==> config.mk <==
export PLATFORM = sky130hd
export DESIGN_NAME = pin_irq_port
export DESIGN_NICKNAME = d
export VERILOG_FILES = /design/src/rtl/pip_pkg.sv /design/src/rtl/pip_sync.sv /design/src/rtl/pip_filter.sv /design/src/rtl/pip_flags.sv /design/src/rtl/pin_irq_port.sv
export SDC_FILE = /design/constraint.sdc
export NUM_CORES = 1
export LEC_CHECK = 0
export ABC_AREA = 1
export CORE_ASPECT_RATIO = 1.4
export CORE_UTILIZATION = 29
export DETAILED_ROUTE_END_ITERATION = 6
export GPL_TIMING_DRIVEN = 1
export SLEW_MARGIN = 20
export SYNTH_ARGS = -nofsm -noshare
export SYNTH_HDL_FRONTEND = slang
export SYNTH_SLANG_ARGS = --single-unit
==> constraint.sdc <==
create_clock -name clk -period 2.15 [get_ports clk]
set_input_delay 0.3225 -clock clk [delete_from_list [all_inputs] [get_ports clk]]
set_output_delay 0.3225 -clock clk [all_outputs]
set_load 0.1 [all_outputs]
==> src/rtl/pip_pkg.sv <==
package pip_pkg;
  typedef enum logic [1:0] {
    SEL_ENABLE = 2'd0,
    SEL_POLAR  = 2'd1,
    SEL_FLAGS  = 2'd2,
    SEL_NONE   = 2'd3
  } reg_sel_e;
endpackage

==> src/rtl/pip_sync.sv <==
module pip_sync #(
  parameter int WIDTH  = 8,
  parameter int STAGES = 2
) (
  input  logic             clk,
  input  logic             rst_n,
  input  logic [WIDTH-1:0] d_async,
  output logic [WIDTH-1:0] q_sync
);
  logic [WIDTH-1:0] chain [STAGES];

  generate
    for (genvar s = 0; s < STAGES; s++) begin : g_stage
      if (s == 0) begin : g_first
        always_ff @(posedge clk or negedge rst_n) begin
          if (!rst_n) chain[s] <= '0;
          else        chain[s] <= d_async;
        end
      end else begin : g_next
        always_ff @(posedge clk or negedge rst_n) begin
          if (!rst_n) chain[s] <= '0;
          else        chain[s] <= chain[s-1];
        end
      end
    end
  endgenerate

  assign q_sync = chain[STAGES-1];
endmodule

==> src/rtl/pip_filter.sv <==
module pip_filter #(
  parameter int QUAL_LEN = 4
) (
  input  logic clk,
  input  logic rst_n,
  input  logic sample,
  input  logic rise_sel,
  output logic qual
);
  localparam int CW = (QUAL_LEN > 2) ? $clog2(QUAL_LEN) : 1;
  localparam logic [CW-1:0] LAST = CW'(QUAL_LEN - 1);

  logic [CW-1:0] cnt_q;
  logic          armed_q;
  logic          rise_q;
  logic          active;
  logic          pol_flip;

  assign active   = rise_sel ? sample : ~sample;
  assign pol_flip = rise_sel != rise_q;
  assign qual     = active && armed_q && !pol_flip && (cnt_q == LAST);

  always_ff @(posedge clk or negedge rst_n) begin
    if (!rst_n) begin
      cnt_q   <= '0;
      armed_q <= 1'b0;
      rise_q  <= 1'b0;
    end else begin
      rise_q <= rise_sel;
      if (pol_flip) begin
        cnt_q   <= '0;
        armed_q <= 1'b0;
      end else if (!active) begin
        cnt_q   <= '0;
        armed_q <= 1'b1;
      end else if (armed_q) begin
        if (cnt_q == LAST) begin
          cnt_q   <= '0;
          armed_q <= 1'b0;
        end else begin
          cnt_q <= cnt_q + 1'b1;
        end
      end
    end
  end
endmodule

==> src/rtl/pip_flags.sv <==
module pip_flags #(
  parameter int NPINS = 8
) (
  input  logic             clk,
  input  logic             rst_n,
  input  logic [NPINS-1:0] set_vec,
  input  logic [NPINS-1:0] clr_vec,
  output logic [NPINS-1:0] flags
);
  always_ff @(posedge clk or negedge rst_n) begin
    if (!rst_n) flags <= '0;
    else        flags <= (flags & ~clr_vec) | set_vec;
  end
endmodule

==> src/rtl/pin_irq_port.sv <==
module pin_irq_port
  import pip_pkg::*;
#(
  parameter int NPINS       = 8,
  parameter int SYNC_STAGES = 2,
  parameter int QUAL_LEN    = 4
) (
  input  logic             clk,
  input  logic             rst_n,
  input  logic [NPINS-1:0] pin_in,
  input  logic             wr_en,
  input  logic [1:0]       wr_addr,
  input  logic [NPINS-1:0] wr_data,
  input  logic [1:0]       rd_addr,
  output logic [NPINS-1:0] rd_data,
  input  logic             lp_mode,
  output logic             irq,
  output logic             wake_req
);
  logic [NPINS-1:0] en_q;
  logic [NPINS-1:0] pol_q;
  logic [NPINS-1:0] flag_q;
  logic [NPINS-1:0] pin_s;
  logic [NPINS-1:0] qual_vec;
  logic [NPINS-1:0] clr_vec;
  reg_sel_e         wsel;
  reg_sel_e         rsel;

  assign wsel = reg_sel_e'(wr_addr);
  assign rsel = reg_sel_e'(rd_addr);

  pip_sync #(.WIDTH(NPINS), .STAGES(SYNC_STAGES)) u_sync (
    .clk     (clk),
    .rst_n   (rst_n),
    .d_async (pin_in),
    .q_sync  (pin_s)
  );

  generate
    for (genvar i = 0; i < NPINS; i++) begin : g_pin
      pip_filter #(.QUAL_LEN(QUAL_LEN)) u_filt (
        .clk      (clk),
        .rst_n    (rst_n),
        .sample   (pin_s[i]),
        .rise_sel (pol_q[i]),
        .qual     (qual_vec[i])
      );
    end
  endgenerate

  always_ff @(posedge clk or negedge rst_n) begin
    if (!rst_n) begin
      en_q  <= '0;
      pol_q <= '0;
    end else if (wr_en) begin
      if (wsel == SEL_ENABLE) en_q  <= wr_data;
      if (wsel == SEL_POLAR)  pol_q <= wr_data;
    end
  end

  assign clr_vec = (wr_en && wsel == SEL_FLAGS) ? wr_data : '0;

  pip_flags #(.NPINS(NPINS)) u_flags (
    .clk     (clk),
    .rst_n   (rst_n),
    .set_vec (qual_vec),
    .clr_vec (clr_vec),
    .flags   (flag_q)
  );

  always_comb begin
    unique case (rsel)
      SEL_ENABLE: rd_data = en_q;
      SEL_POLAR:  rd_data = pol_q;
      SEL_FLAGS:  rd_data = flag_q;
      default:    rd_data = '0;
    endcase
  end

  assign irq      = |(flag_q & en_q);
  assign wake_req = irq & lp_mode;
endmodule

==> summary.md <==
| Metric | Value |
|---|---|
| CP Max Fanout | `8` |
| Clk sink count | `72` |
| Main synth FF type | `dfrtp_1` |
| Congestion Overflow GR | `0` |
| Worst EP required | `1.83 ns` |
| Synth warnings | `0` |
| Largest net degree at the start of global routing | `73` |
| Most common cell in the netlist | `nand2_1` |
| Synth Register Bits | `72` |
| Wl on met1 | `2.53 mm` |
| Hold buffer count at CTS | `0` |
| Count of final hold-check violations | `0` |
| Detailed Routing Iterations Pass 1 | `4` |
| PortBufs | `33` |
| Post-synth cell types | `18` |
| EDFF count, synth | `0` |
| Hold Slack | `0.00679 ns` |
| Final Critical Period | `1.91 ns` |
| WP data arrival | `1.59 ns` |
| Initial antenna violation count | `0` |
| CTS Buf Count | `9` |
| First-pass GRT wire length | `10.1 mm` |
| WL met3 | `182 um` |
| Final setup viols | `0` |
| Fmax | `523 MHz` |
| Peak supply drop | `0.500 mV` |
| Worst Skew | `0.00640 ns` |
| 1st-iter DRT viols | `128` |
| Leak Pwr | `1.96 nW` |
| CTS tree | `done` |
| Kind of critical path | `in2out` |
| Register area share after synthesis | `58.0%` |
| Die Ht | `124 um` |
| Detail Route Antenna Nets | `0` |
| Worst-Margin Slew | `0.467 ns` |
| Setup repair bufs after CTS | `0` |
| Row cnt | `44` |
| CTS H-Tree Depth | `3` |
| Max-cap check violation count | `0` |
| Drt total wl | `5.69 mm` |
| FFs w/ async S/R, synth | `100%` |
| Power per standard cell area | `1110 nW/um^2` |
| Die X | `89.5 um` |
| Via count | `2160` |
| # fillers | `1031` |
| Core area | `10400 sq um` |
| Starting density of the core | `29.9%` |
| Boundary pin count | `34` |
| Clock transition at path regs | `0.05 ns` |
| Status | `finished, final reports clean` |
| Layout cell share with drive strength beyond 1 | `15.2%` |
| CTS Buffer Depth | `2` |
| Highest routed layer | `met4` |
| Area Overhead vs Synth | `31.5%` |
| Die area | `11100 sq um` |
| DRC viols | `0` |
| Commonest cells in the netlist | `nand2_1, dfrtp_1, inv_1, nor2_1` |
| Placed cells | `484` |
| Fin nets | `389` |
| Synthesized area | `3110 sq um` |
| Hpwl dp | `4.05 mm` |
| Vias in the first global route | `2244` |
| Synth Area per Inst | `9.99 sq um` |
| Wire per inst | `11.4 um` |
| ANT cells | `0` |
| Syn Nets | `343` |
| Rel. slew slack | `68.9%` |
| RD Place Congestion | `0.654` |
| Vias per std cell | `4.32` |
| Hold Crit Class | `in2async` |
| Final Cycle Share | `88.9%` |
| Setup TNS Final | `0 ns` |
| Synth top area cells | `dfrtp_1, nand2_1, o21ai_2, xnor2_1, inv_1` |
| RSZ-0062 raised after global routing | `false` |
| WL met2 | `2.88 mm` |
| Resized Gates After CTS | `0` |
| Max-slew violation count | `0` |
| Post-synth top area share | `58.0%` |
| Leading area contributor after synthesis | `dfrtp_1` |
| Skew-Pair Late Insertion Delay | `0.33 ns` |
| Global-route usage over all layers | `12.1%` |
| CTS Root Cell | `clkbuf_16` |
| Final instance count without filler cells | `500` |
| Post-Syn Instances | `311` |
| Startpoint types | `primary input` |
| Critical Path Sink Type | `primary output` |
[final timing paths]
| check | startpoint | to | slack (ns) | cells after the start |
|---|---|---|---|---|
| worst max register to register | pol_q[2] | g_pin[2].u_filt.cnt_q[1] | 1.12 | 3 |
| max in group asynchronous | rst_n | g_pin[2].u_filt.cnt_q[0] | 1.83 | 2 |
| worst min-delay path | rst_n | u_sync.chain[8] | 0.007 | 2 |
| worst max-delay path | rd_addr[0] | rd_data[7] | 0.24 | 7 |
| worst min register to register | u_sync.chain[12] | u_sync.q_sync[4] | 0.35 | 0 |
| min in group clk | u_sync.chain[12] | u_sync.q_sync[4] | 0.35 | 0 |
[per-layer routing]
| metal | track usage, % | up-vias |
|---|---|---|
| li1 | - | 1087 |
| met1 | 15.1 | 1034 |
| met2 | 19.0 | 31 |
| met3 | 2.65 | 8 |
| met4 | 7.00 | 0 |
| met5 | 0 | - |
[area by class of cell]
cell class                      instances  area, sq um  share of cell area, %
Sequential cell                        72         1800                   44.1
Multi-Input combinational cell        208         1180                   28.8
Timing Repair Buffer                   37          455                   11.1
Clock buffer                           10          239                   5.85
Tap cell                              138          173                   4.23
Clock inverter                          6          130                   3.18
Inverter                               29          109                   2.66
[critical path: stages]
cell and delay (ns):
clkdlybuf4s50_1 0.51, inv_1 0.06, nor2_2 0.08, buf_4 0.18
nand2_1 0.06, nand3_1 0.16, buf_12 0.20
[state kept, by name (all words and copies together), names as in the netlist]
register              cells
pol_q                     8
g_pin.u_filt.armed_q      8
u_sync.q_sync             8
u_flags.flags             8
g_pin.u_filt.rise_q       8
en_q                      8
g_pin.u_filt.cnt_q       16
u_sync.chain              8
[per-stage QoR]
| stage | utilization [%] | area (sq um) | worst slack [ns] | power [mW] |
|---|---|---|---|---|
| final | 39.3 | 4090 | 0.238 | 4.54 |
| after CTS | 39.3 | 4090 | 0.212 | 4.62 |
| after global placement | 35.7 | 3720 | 0.238 | 2.73 |
| after global routing | 39.3 | 4090 | 0.157 | 4.80 |
| after floorplan | - | 3110 | 0.432 | 2.43 |
| after detailed placement | 35.7 | 3720 | 0.225 | 2.77 |
[where the power goes]
group | internal (mW) | leakage (nW) | switching, mW
combinational | 0.399 | 0.862 | 0.569
sequential | 1.57 | 0.913 | 0.194
clock | 1.28 | 0.182 | 0.534
total | 3.25 | 1.96 | 1.30
[placed cells by master, fill, tap and decap left out]
master / synthesis / final
a21boi_1: 8 / 8
a21oi_2: 0 / 1
buf_12: 0 / 10
buf_2: 0 / 1
buf_4: 0 / 4
bufinv_16: 0 / 4
clkbuf_16: 0 / 9
clkbuf_8: 0 / 1
clkdlybuf4s50_1: 0 / 22
clkinv_2: 0 / 2
dfrtp_1: 72 / 72
ha_1: 8 / 8
inv_1: 29 / 29
mux2i_1: 8 / 8
nand2_1: 83 / 83
nand2_2: 4 / 4
nand3_1: 9 / 9
nand3_2: 1 / 1
nand3b_1: 8 / 8
nor2_1: 28 / 28
nor2_2: 2 / 2
o21ai_0: 8 / 8
o21ai_1: 8 / 8
o21ai_2: 16 / 16
xnor2_1: 16 / 16
[cells by family after synthesis]
kind of cell	after synthesis	synth area share (%)
simple gates	135	18.3
flops	72	58.0
compound gates	41	9.18
buf+inv	31	4.23
xor+xnor	16	4.51
mux	8	2.58
fa+ha+maj	8	3.22
No activity file was read; power rests on OpenSTA's default activity.
